### src/rtl/baud_gen_pkg.sv
package baud_gen_pkg;

    typedef enum logic [1:0] {
        PS_DIV1  = 2'b00,
        PS_DIV4  = 2'b01,
        PS_DIV12 = 2'b10,
        PS_DIV48 = 2'b11
    } presc_sel_e;

    localparam int PS_CNT_W = 6;

    // Terminal count of the prescaler (divide ratio minus one)
    function automatic logic [PS_CNT_W-1:0] presc_limit(input presc_sel_e sel);
        case (sel)
            PS_DIV1:  return PS_CNT_W'(0);
            PS_DIV4:  return PS_CNT_W'(3);
            PS_DIV12: return PS_CNT_W'(11);
            default:  return PS_CNT_W'(47);
        endcase
    endfunction

endpackage

### src/rtl/baud_prescaler.sv
module baud_prescaler
    import baud_gen_pkg::*;
(
    input  logic       clk,
    input  logic       rst_n,
    input  logic       en_i,
    input  logic [1:0] sel_i,
    output logic       stb_o
);

    typedef struct packed {
        logic [PS_CNT_W-1:0] cnt;
    } ps_state_t;

    ps_state_t st_d, st_q;
    logic [PS_CNT_W-1:0] limit;

    always_comb begin
        limit = presc_limit(presc_sel_e'(sel_i));
        stb_o = en_i && (st_q.cnt >= limit);
        st_d  = st_q;
        if (!en_i || stb_o) begin
            st_d.cnt = '0;
        end else begin
            st_d.cnt = st_q.cnt + 1'b1;
        end
    end

    always_ff @(posedge clk or negedge rst_n) begin
        if (!rst_n) begin
            st_q <= '0;
        end else begin
            st_q <= st_d;
        end
    end

    // a stopped generator leaves the prescaler at zero
    p_presc_hold_r7: assert property (@(posedge clk) disable iff (!rst_n)
        !en_i |=> (st_q.cnt == '0));

    // with a steady code, strobes are never closer than the divide ratio
    p_presc_gap_r2: assert property (@(posedge clk) disable iff (!rst_n)
        (stb_o && sel_i != 2'b00) |=> !stb_o);

endmodule

### src/rtl/baud_reload_regs.sv
module baud_reload_regs #(
    parameter int BYTE_W = 8,
    localparam int RELOAD_W = 2 * BYTE_W
) (
    input  logic                clk,
    input  logic                rst_n,
    input  logic                wr_en_i,
    input  logic                wr_hi_i,
    input  logic [BYTE_W-1:0]   wr_data_i,
    output logic [RELOAD_W-1:0] reload_o
);

    typedef struct packed {
        logic [BYTE_W-1:0] hi;
        logic [BYTE_W-1:0] lo;
    } rl_state_t;

    rl_state_t st_d, st_q;

    always_comb begin
        st_d = st_q;
        if (wr_en_i) begin
            if (wr_hi_i) st_d.hi = wr_data_i;
            else         st_d.lo = wr_data_i;
        end
    end

    always_ff @(posedge clk or negedge rst_n) begin
        if (!rst_n) begin
            st_q <= '0;
        end else begin
            st_q <= st_d;
        end
    end

    assign reload_o = {st_q.hi, st_q.lo};

    // a low-byte write lands in the low byte and spares the high byte
    p_low_write_r5: assert property (@(posedge clk) disable iff (!rst_n)
        (wr_en_i && !wr_hi_i) |=>
            (reload_o[BYTE_W-1:0] == $past(wr_data_i)) &&
            (reload_o[RELOAD_W-1:BYTE_W] == $past(reload_o[RELOAD_W-1:BYTE_W])));

    // a high-byte write lands in the high byte and spares the low byte
    p_high_write_r5: assert property (@(posedge clk) disable iff (!rst_n)
        (wr_en_i && wr_hi_i) |=>
            (reload_o[RELOAD_W-1:BYTE_W] == $past(wr_data_i)) &&
            (reload_o[BYTE_W-1:0] == $past(reload_o[BYTE_W-1:0])));

endmodule

### src/rtl/baud_timer.sv
module baud_timer #(
    parameter int TIMER_W = 16
) (
    input  logic               clk,
    input  logic               rst_n,
    input  logic               en_i,
    input  logic               stb_i,
    input  logic [TIMER_W-1:0] reload_i,
    output logic               tick_o
);

    localparam logic [TIMER_W-1:0] CNT_MAX = '1;

    typedef struct packed {
        logic [TIMER_W-1:0] cnt;
        logic               tick;
    } tm_state_t;

    tm_state_t st_d, st_q;

    always_comb begin
        st_d      = st_q;
        st_d.tick = 1'b0;
        if (!en_i) begin
            st_d.cnt = reload_i;
        end else if (stb_i) begin
            if (st_q.cnt == CNT_MAX) begin
                st_d.cnt  = reload_i;
                st_d.tick = 1'b1;
            end else begin
                st_d.cnt = st_q.cnt + 1'b1;
            end
        end
    end

    always_ff @(posedge clk or negedge rst_n) begin
        if (!rst_n) begin
            st_q <= '0;
        end else begin
            st_q <= st_d;
        end
    end

    assign tick_o = st_q.tick;

    // no tick follows a cycle spent disabled
    p_no_tick_off_r7: assert property (@(posedge clk) disable iff (!rst_n)
        !en_i |=> !tick_o);

    // a tick always comes with the counter freshly reloaded
    p_reload_on_tick_r3: assert property (@(posedge clk) disable iff (!rst_n)
        tick_o |-> (st_q.cnt == $past(reload_i)));

    // without a strobe the running counter does not move
    p_hold_no_stb_r3: assert property (@(posedge clk) disable iff (!rst_n)
        (en_i && !stb_i) |=> $stable(st_q.cnt));

    // the counter takes the reload value only on a wrap or while stopped
    p_no_midcount_load_r6: assert property (@(posedge clk) disable iff (!rst_n)
        (en_i && stb_i && st_q.cnt != CNT_MAX) |=> (st_q.cnt == $past(st_q.cnt) + 1'b1));

endmodule

### src/rtl/baud_tick_gen.sv
module baud_tick_gen
    import baud_gen_pkg::*;
#(
    parameter int BYTE_W = 8,
    localparam int TIMER_W = 2 * BYTE_W
) (
    input  logic              clk,
    input  logic              rst_n,
    input  logic              enable,
    input  logic [1:0]        prescale,
    input  logic              wr_en,
    input  logic              wr_hi,
    input  logic [BYTE_W-1:0] wr_data,
    output logic              tick
);

    logic               presc_stb;
    logic [TIMER_W-1:0] reload_val;

    baud_reload_regs #(.BYTE_W(BYTE_W)) u_regs (
        .clk       (clk),
        .rst_n     (rst_n),
        .wr_en_i   (wr_en),
        .wr_hi_i   (wr_hi),
        .wr_data_i (wr_data),
        .reload_o  (reload_val)
    );

    baud_prescaler u_presc (
        .clk   (clk),
        .rst_n (rst_n),
        .en_i  (enable),
        .sel_i (prescale),
        .stb_o (presc_stb)
    );

    baud_timer #(.TIMER_W(TIMER_W)) u_timer (
        .clk      (clk),
        .rst_n    (rst_n),
        .en_i     (enable),
        .stb_i    (presc_stb),
        .reload_i (reload_val),
        .tick_o   (tick)
    );

    // the output is quiet in the first cycle out of reset
    p_tick_after_reset_r1: assert property (@(posedge clk)
        $rose(rst_n) |-> !tick);

endmodule

### config.mk
export PLATFORM = sky130hd
export DESIGN_NAME = baud_tick_gen
export DESIGN_NICKNAME = d
export VERILOG_FILES = /design/src/rtl/baud_gen_pkg.sv /design/src/rtl/baud_prescaler.sv /design/src/rtl/baud_reload_regs.sv /design/src/rtl/baud_timer.sv /design/src/rtl/baud_tick_gen.sv
export SDC_FILE = /design/constraint.sdc
export NUM_CORES = 1
export LEC_CHECK = 0
export BUFFER_PORTS_ARGS = -buffer_cell sky130_fd_sc_hd__buf_2
export CAP_MARGIN = 20
export CORE_MARGIN = 3
export CORE_UTILIZATION = 47
export CTS_CLUSTER_DIAMETER = 80
export DETAILED_ROUTE_END_ITERATION = 10
export REMOVE_ABC_BUFFERS = 1
export SYNTH_ARGS = -nofsm -noshare
export SYNTH_HDL_FRONTEND = slang
export SYNTH_SLANG_ARGS = --single-unit
### constraint.sdc
create_clock -name clk -period 3.6 [get_ports clk]
set_input_delay 0.18 -clock clk [delete_from_list [all_inputs] [get_ports clk]]
set_output_delay 0.18 -clock clk [all_outputs]
set_load 0.01 [all_outputs]
==> results of run 1 <==
[cell type report]
cell class | instances | area share
Clock buffer | 8 | 0.0423
Inverter | 10 | 0.0158
Multi-Input combinational cell | 150 | 0.468
Sequential cell | 39 | 0.412
Tap cell | 52 | 0.0275
Timing Repair Buffer | 16 | 0.0349
[cell usage in the layout (no fill, tap or decap), types with 2 or more instances in the layout]
cell type	instances
a41oi_1	2
nand3b_1	2
o311a_1	2
mux2_2	14
nand3_1	14
dfrtp_1	39
o221a_1	3
nor2_1	13
a21oi_1	7
nand4_1	6
and3_1	2
a211o_1	2
inv_1	10
a221o_1	2
o21ai_0	6
clkbuf_8	7
o211ai_1	5
nor2b_1	10
xnor2_1	2
buf_2	15
ha_1	7
nand2b_1	2
xor2_1	2
nor3_1	4
nand2_1	17
[worst max-delay path: stages, from the launching register on]
cell     delay (ns)
dfrtp_1        0.42
ha_1           0.34
a211o_1        0.28
a21oi_1        0.22
o21a_1         0.68
o21ai_4        0.18
a221o_1        0.39
[metal layers]
| layer | wire length (microns) | share of wire | GRT usage | up-vias |
|---|---|---|---|---|
| met5 | 0 | 0 | 0 | - |
| met4 | 35 | 0.0077 | 0.0543 | 0 |
| met3 | 237 | 0.052 | 0.0459 | 4 |
| met2 | 2150 | 0.47 | 0.292 | 46 |
| met1 | 2110 | 0.47 | 0.255 | 800 |
| li1 | - | - | - | 796 |
[cells in the mapped netlist, types with 2 or more instances]
library cell   n
a211o_1        2
nand2_1       17
buf_6          2
xnor2_1        2
o211ai_1       5
and3_1         2
mux2_2        14
nor3_1         4
nand3_1       14
clkbuf_1       6
nand4_1        6
o221a_1        3
o21ai_0        6
nor2b_1       10
a21oi_1        7
ha_1           7
nor2_1        13
a221o_1        2
o311a_1        2
a41oi_1        2
nand2b_1       2
dfrtp_1       39
inv_1         10
nand3b_1       2
xor2_1         2
[metrics by stage]
stage / setup slack [ns] / cell area [sq um] / utilization / cells
floorplan: 1.33 / 2120 / - / 199
global placement: 1.09 / 2270 / 0.514 / 267
detailed placement: 0.998 / 2270 / 0.514 / 267
CTS: 0.987 / 2370 / 0.537 / 275
global route: 0.812 / 2370 / 0.537 / 275
finish: 0.985 / 2370 / 0.537 / 275
[how the worst min path moves through the flow]
stage | endpoint | cells past startpoint
final | u_timer.st_q[13] | 1
after global routing | u_timer.st_q[12] | 1
after CTS | u_timer.st_q[13] | 1
after detailed placement | u_timer.st_q[13] | 1
after global placement | u_timer.st_q[13] | 1
after floorplan | u_presc.st_q[0] | 0
[state kept, by name (all words and copies together), names as in the netlist]
name,flops
u_regs.reload_o,16
u_timer.st_q,16
u_timer.tick_o,1
u_presc.st_q,6
[cell families (layout without fill, tap and decap cells)]
family	after synthesis	in the layout
AO/OA/AOI/OAI	40	40
XOR/XNOR	4	4
adder cells (fa/ha/maj)	7	7
buffers and inverters	20	34
flip-flops	39	39
multiplexers	15	15
AND/OR/NAND/NOR	84	84
[report_power, final]
part | switching (mW) | internal [mW] | total (mW)
registers | 0.0576 | 0.497 | 0.555
logic | 0.100 | 0.0881 | 0.189
clock network | 0.148 | 0.175 | 0.323
==> metrics.cfg, run 1 <==
[critical_path]
path_max_fanout=22
cp-start-kind=register
ff2ff_setup_slack_ns=0.99
r2r_end=u_timer.st_q[11]
startpoint=u_presc.st_q[3]
worstPathArrival_ns=2.79
end_kind=register
ff2ff_path_depth=6
timing.rr.start=u_presc.st_q[3]
critPathRequiredTime_ns=3.78
critPathKind=reg2reg
endpoint=u_timer.st_q[11]

[route]
route.vias.total=1646
via_per_inst=5.99
drt_first_iter_violations=110
drc_errors=0
final_antenna_net_count=0
drt-total-wl_microns=4530
dr.pass1.iters=4
routedWlPerCell_microns=16.5

[timing]
slew-limit-headroom=0.401
fin_setup_tns_ns=0
fin_crit_sh=0.726
min_period_ns=2.61
worst_pin_slew_ns=0.891
setup_violations=0
slew_violations=0
finClkSkew_ns=0.00562
whs_ns=-0.00668
fmax_ghz=0.382
rsz0062_at_grt=no
hold_viol=7

[status]
failed_checks=hold timing
status=complete, but fails checks

[power_and_ir_drop]
ir_drop_mv=0.308
power_mw=1.07
p_leak_nw=1.00
power_density_nw_per_um2=450

[synth]
ys_seq_area_frac=0.448
yosysUniqueCellTypes=53
synth_edf_count=0
synth-simple-area-share=0.229
yosys.area.top_type_share=0.448
synthTopCellsByArea=dfrtp_1 (45%), mux2_2 (7.2%), ha_1 (4.0%), nand3_1 (3.2%), nand2_1 (2.9%)
synth_ff_type=dfrtp_1
synth_compound_area_frac=0.146
synth_top_family_by_area=simple AND/OR/NAND/NOR gates
synth_top_area_cell=dfrtp_1
ys_seq_elements=39
yosys_warnings=0
syn_area_sq_um=2180
synth_adder_area_share=0.0402
synth_xor_xnor_area_share=0.0161
synth_cells=209
muxShareOfSynthArea=0.0770
synth.avg_cell_area_sq_um=10.4
async_reset_ff_frac=1.00

[grt]
grt_pass1_vias=1598
grt_max_degree=40
grt_antenna_before_repair=0
grt_pass1_wl_microns=7790
grt_overflow=0
grt_usage=0.186

[clock_network]
cts_tree=built
clk_pin_slew_ns=0.07
clockRootBuffer=clkbuf_8
postCtsSetupBuffers=0
cts_resized=0
cts_buffer_depth=2
cts_hold_buf=0
cts-buffers-inserted=5
htree_levels=2
clock-sinks=39
clk_latency_ns=0.29

[floorplanning]
io_pins=16
initial_core_util=0.493
core-area_sq_um=4410
dieHeight_microns=74.1
die_w_microns=74.1
die_area_sq_um=5490
rows=24

[layout]
fin_nets=244
seq_area_sq_um=976
drive_gt1_frac=0.215
nFillCells=420
n_antenna_cell=0
syn_to_final_growth_pct=8.73
multi_input_area_sq_um=1110

[hold_path]
hold_path.class=in2async

[flow_run]
drv_cap=0

[placed_design]
portBuffers=15
dp_hpwl_microns=3190
routabilityCongestion=0.829

Power figures use the tool's default switching activity.
==> run 2, diff against run 1 <==
--- a/config.mk
+++ b/config.mk
@@ -5,12 +5,14 @@
 export SDC_FILE = /design/constraint.sdc
 export NUM_CORES = 1
 export LEC_CHECK = 0
+export ABC_AREA = 1
 export BUFFER_PORTS_ARGS = -buffer_cell sky130_fd_sc_hd__buf_2
 export CAP_MARGIN = 20
 export CORE_MARGIN = 3
 export CORE_UTILIZATION = 47
 export CTS_CLUSTER_DIAMETER = 80
 export DETAILED_ROUTE_END_ITERATION = 10
+export PLACE_DENSITY = 0.67
 export REMOVE_ABC_BUFFERS = 1
 export SYNTH_ARGS = -nofsm -noshare
 export SYNTH_HDL_FRONTEND = slang
==> constraint.sdc (replaced) <==
create_clock -name clk -period 2.4 [get_ports clk]
set_input_delay 0.12 -clock clk [delete_from_list [all_inputs] [get_ports clk]]
set_output_delay 0.12 -clock clk [all_outputs]
set_load 0.01 [all_outputs]
==> metrics.cfg, run 2 <==
[power_and_ir_drop]
p_leak_nw=1.37
ir_drop_mv=0.367
power_mw=1.63
power_density_nw_per_um2=621

[clock_network]
clockRootBuffer=clkbuf_8
clk_latency_ns=0.29
clock-sinks=39
clk_pin_slew_ns=0.08
cts_tree=built
cts-buffers-inserted=5
cts_buffer_depth=2
htree_levels=2

[route]
drt_first_iter_violations=202
routedWlPerCell_microns=12.4
drt-total-wl_microns=5210
route.vias.total=2105
via_per_inst=5.02
final_antenna_net_count=0
drc_errors=0
dr.pass1.iters=4

[timing]
fin_crit_sh=0.752
setup_violations=0
hold_viol=0
rsz0062_at_grt=no
worst_pin_slew_ns=0.894
fin_setup_tns_ns=0
min_period_ns=1.81
finClkSkew_ns=0.00660
slew-limit-headroom=0.404
slew_violations=0
fmax_ghz=0.554

[layout]
seq_area_sq_um=976
multi_input_area_sq_um=1230
final_common_cell=nand2_1
stdcell_count=419
n_antenna_cell=0
nFillCells=484
final_cell_mix=nand2_1 (120), dfrtp_1 (39), inv_1 (37)
drive_gt1_frac=0.128
syn_to_final_growth_pct=8.96
fin_nets=373

[synth]
ys_seq_area_frac=0.406
yosys.area.top_type_share=0.406
yosys_warnings=0
syn_area_sq_um=2400
synth.most_common_cell=nand2_1
async_reset_ff_frac=1.00
synth_top_area_cell=dfrtp_1
synth.cells.most_frequent=nand2_1 (120), dfrtp_1 (39), inv_1 (37)
synth.avg_cell_area_sq_um=7.17
synth_cells=335
synth_edf_count=0
ys_seq_elements=39
synthTopCellsByArea=dfrtp_1 (41%), nand2_1 (19%), inv_1 (5.8%), nor2_1 (5.3%), nand3_1 (5.2%)
yosysUniqueCellTypes=30
synth_ff_type=dfrtp_1

[floorplanning]
initial_core_util=0.499
die_w_microns=77.5
rows=25
die_area_sq_um=6010
dieHeight_microns=77.5
io_pins=16
core-area_sq_um=4820

[grt]
grt_pass1_wl_microns=9360
grt_overflow=0
grt_util_met1=0.272
grt_pass1_vias=2009
met2_usage=0.310
grt_max_degree=40
grtUsageMet3=0.0348
grt_usage=0.195
top_usage_layer=met2
grt_antenna_before_repair=0

[placed_design]
dp_hpwl_microns=3800
portBuffers=15
dp.cells=410
routabilityCongestion=0.865

[flow_run]
drv_cap=0

[critical_path]
cpPeakStageDelay_ns=0.40
critPathKind=reg2reg
end_kind=register
critPathBufInv=2
worstPathArrival_ns=2.03
cp_slowest_cell=dfrtp_1
critPathRequiredTime_ns=2.62
path_max_fanout=14
crit_path_cell_trace=ha_1, inv_1, nor2_1, a21oi_2, nand3_2, inv_2, o21ai_1, a21oi_1
critical_path.top_delay_family=flip-flops
cp-start-kind=register
ff2ff_setup_slack_ns=0.59

[hold_path]
hold_path.class=in2reg

[status]
status=finished clean

[run 2: cell types whose count changed after synthesis, sizes merged, moves of 5 or more]
cell    change
inv        +30
mux2       -14
nand2     +106
nand3      +15
nor2       +28
nor2b      -10
o211ai      -5
o21ai      +14
[run 2: kinds of logic after synthesis]
logic type / after synthesis / share of synthesized area
AO/OA/AOI/OAI: 26 / 0.0583
XOR/XNOR: 6 / 0.0219
adder cells (fa/ha/maj): 7 / 0.0365
buffers and inverters: 49 / 0.0833
flip-flops: 39 / 0.406
AND/OR/NAND/NOR: 208 / 0.394
[run 2: final timing paths]
check                                     start                 end  depth (start not counted)
worst max-delay path            u_presc.st_q[5]     u_presc.st_q[3]                          8
worst min-delay path                 wr_data[2]  u_regs.reload_o[2]                          3
worst max register to register  u_presc.st_q[5]     u_presc.st_q[3]                          8
worst min register to register  u_presc.st_q[0]     u_presc.st_q[0]                          1
max in group asynchronous                 rst_n     u_timer.st_q[8]                          2
min in group asynchronous                 rst_n      u_timer.tick_o                          2
[run 2: final cells by class]
type                            instances  area share
Multi-Input combinational cell        247       0.468
Sequential cell                        39       0.373
Inverter                               42      0.0602
Timing Repair Buffer                   16      0.0325
Tap cell                               67      0.0320
Clock inverter                          3     0.00765
Clock buffer                            5      0.0263
[run 2: stage by stage]
stage | worst slack [ns] | area (sq um) | hold WS [ns] | utilization
floorplan | 0.882 | 2360 | -0.176 | -
global placement | 0.694 | 2520 | 0.305 | 0.523
detailed placement | 0.609 | 2520 | 0.310 | 0.523
CTS | 0.586 | 2620 | 0.0763 | 0.543
global route | 0.409 | 2620 | 0.0896 | 0.543
finish | 0.594 | 2620 | 0.0804 | 0.543
[run 2: per-layer routing]
| layer | wire length, microns | share of wire |
|---|---|---|
| met1 | 2440 | 0.47 |
| met2 | 2470 | 0.47 |
| met3 | 252 | 0.048 |
| met4 | 44 | 0.0085 |
| met5 | 0 | 0 |
[run 2: repair_timing]
item / 4_1_cts / 5_1_grt
setup buffers: 0 / 0
hold buffers: 1 / 0
resized for setup: 0 / 0
hold endpoints to repair: 39 / 0
[run 2: power breakdown]
part,total (mW),switching [mW],internal (mW)
clock network,0.451,0.249,0.202
logic,0.322,0.199,0.123
registers,0.853,0.108,0.746
total,1.63,0.555,1.07
[run 2: worst reg2reg max path, cell delays in order, from the launching register on]
cell and delay [ns]:
dfrtp_1 0.40, ha_1 0.34, inv_1 0.06, nor2_1 0.04, a21oi_2 0.17, nand3_2 0.21, inv_2 0.28, o21ai_1 0.11
a21oi_1 0.12
==> run 3, diff against run 2 <==
--- a/config.mk
+++ b/config.mk
@@ -5,14 +5,13 @@
 export SDC_FILE = /design/constraint.sdc
 export NUM_CORES = 1
 export LEC_CHECK = 0
-export ABC_AREA = 1
+export ABC_AREA = 0
 export BUFFER_PORTS_ARGS = -buffer_cell sky130_fd_sc_hd__buf_2
 export CAP_MARGIN = 20
 export CORE_MARGIN = 3
 export CORE_UTILIZATION = 47
 export CTS_CLUSTER_DIAMETER = 80
 export DETAILED_ROUTE_END_ITERATION = 10
-export PLACE_DENSITY = 0.67
 export REMOVE_ABC_BUFFERS = 1
 export SYNTH_ARGS = -nofsm -noshare
 export SYNTH_HDL_FRONTEND = slang
==> constraint.sdc (replaced) <==
create_clock -name clk -period 1.7 [get_ports clk]
set_input_delay 0.085 -clock clk [delete_from_list [all_inputs] [get_ports clk]]
set_output_delay 0.085 -clock clk [all_outputs]
set_load 0.01 [all_outputs]
==> metrics.cfg, run 3 (same netlist as run 1, synthesis figures left out) <==
[status]
status=complete, but fails checks
failed_checks=setup timing

[clock_network]
clock-sinks=39
htree_levels=2
clk_pin_slew_ns=0.08
clk_latency_ns=0.29
cts_buffer_depth=2
cts-buffers-inserted=5
clockRootBuffer=clkbuf_8
cts_tree=built

[hold_path]
hold_path.class=in2reg
min_path_cells=3

[layout]
postLayoutCoreUtil=0.675
nFillCells=333
seq_area_sq_um=976
multi_input_area_sq_um=1290
drive_gt1_frac=0.442
n_antenna_cell=0
syn_to_final_growth_pct=36.8
final_cell_mix=buf_4 (48), dfrtp_1 (39), nand2_1 (16)
final_common_cell=buf_4
fin_nets=299

[power_and_ir_drop]
power_density_nw_per_um2=838
ir_drop_mv=0.518
p_leak_nw=1.31
p_seq_frac=0.458
p_clk_frac=0.244
p_sw_uw=767
p_comb_frac=0.298
switching_share=0.307
intPower_mw=1.73

[critical_path]
cp-start-kind=register
startpoint=u_presc.st_q[3]
timing.rr.start=u_presc.st_q[3]
critPathKind=reg2reg
endpoint=u_timer.st_q[13]
worstPathArrival_ns=2.12
ff2ff_path_depth=7
path_max_fanout=7
critPathRequiredTime_ns=1.87
r2r_end=u_timer.st_q[13]
ff2ff_setup_slack_ns=-0.26
end_kind=register

[route]
via_per_inst=5.83
route.vias.total=1923
dr.pass1.iters=4
routedWlPerCell_microns=17.8
drt-total-wl_microns=5860
final_antenna_net_count=0
drc_errors=0
drt_first_iter_violations=97

[placed_design]
dp_hpwl_microns=3870
routabilityCongestion=0.904
portBuffers=15
place_ws_ns=-0.489

[timing]
worst_pin_slew_ns=0.509
fin_crit_sh=1.15
slew_violations=0
min_period_ns=1.96
setup_violations=22
rsz0062_at_grt=yes
fin_setup_tns_ns=-3.22
fmax_ghz=0.511
hold_viol=0
setup_ws_ns=-0.255
finClkSkew_ns=0.00991
slew-limit-headroom=0.660

[floorplanning]
die_area_sq_um=5490
die_w_microns=74.1
io_pins=16
core-area_sq_um=4410
rows=24
dieHeight_microns=74.1
initial_core_util=0.493

[grt]
grt_pass1_wl_microns=9460
grt_overflow=0
grt_antenna_before_repair=0
grt_pass1_vias=1966
grt_usage=0.231
grt_max_degree=40

[flow_run]
drv_cap=0

==> run 3: per-stage QoR <==
step	std cells	hold slack, ns	power (mW)	cell area (sq um)
floorplan	199	-0.211	1.44	2120
global placement	307	0.164	1.71	2570
detailed placement	307	0.179	1.74	2570
CTS	329	0.0141	2.46	2900
global route	330	0.0336	2.63	2980
finish	330	0.0182	2.50	2980
==> run 3: worst max-delay path, stage by stage (launching register included) <==
cell and delay [ns]:
dfrtp_1 0.41, ha_4 0.24, a211o_1 0.27, a21oi_2 0.18, o21a_4 0.20, buf_6 0.14
nor3_1 0.05, or3_1 0.34
==> run 3: cell type report <==
class                   instances  share of cell area
well taps                      52              0.0218
flip-flops and latches         39               0.327
multi-input cells             150               0.434
clock buffers                   7              0.0256
inverters                      10              0.0126
repair buffers                 71               0.177
clock inverters                 1             0.00168
==> run 3: power groups by stage <==
stage | logic, mW | registers (mW) | clock network [mW]
2_1_floorplan | 0.291 | 1.15 | 0
3_3_place_gp | 0.559 | 1.15 | 0
3_5_place_dp | 0.584 | 1.16 | 0
4_1_cts | 0.703 | 1.14 | 0.621
5_1_grt | 0.808 | 1.16 | 0.662
6_report | 0.745 | 1.14 | 0.609
==> run 3: what timing repair did <==
action | in CTS | in global routing
endpoints found under the setup margin | 23 | 23
hold buffers | 1 | 0
endpoints found under the hold margin | 39 | 0
gates cloned | 2 | 0
setup buffers | 11 | 1
pin swaps | 22 | 6
resized for setup | 31 | 16
==> run 3: worst min path at each step <==
stage | to | slack [ns] | startpoint
floorplan | u_presc.st_q[0] | -0.21 | rst_n
global placement | u_timer.st_q[8] | 0.16 | rst_n
finish | u_regs.reload_o[2] | 0.02 | wr_data[2]
detailed placement | u_timer.st_q[7] | 0.18 | rst_n
global route | u_regs.reload_o[10] | 0.03 | wr_data[2]
CTS | u_regs.reload_o[2] | 0.01 | wr_data[2]
==> run 3: layer usage <==
layer	global-route usage	part of all wire	wire (microns)	up-vias
li1	-	-	-	905
met3	0.0581	0.062	362	17
met4	0.0845	0.024	138	0
met1	0.302	0.41	2430	941
met2	0.370	0.50	2930	60
met5	0	0	0	-
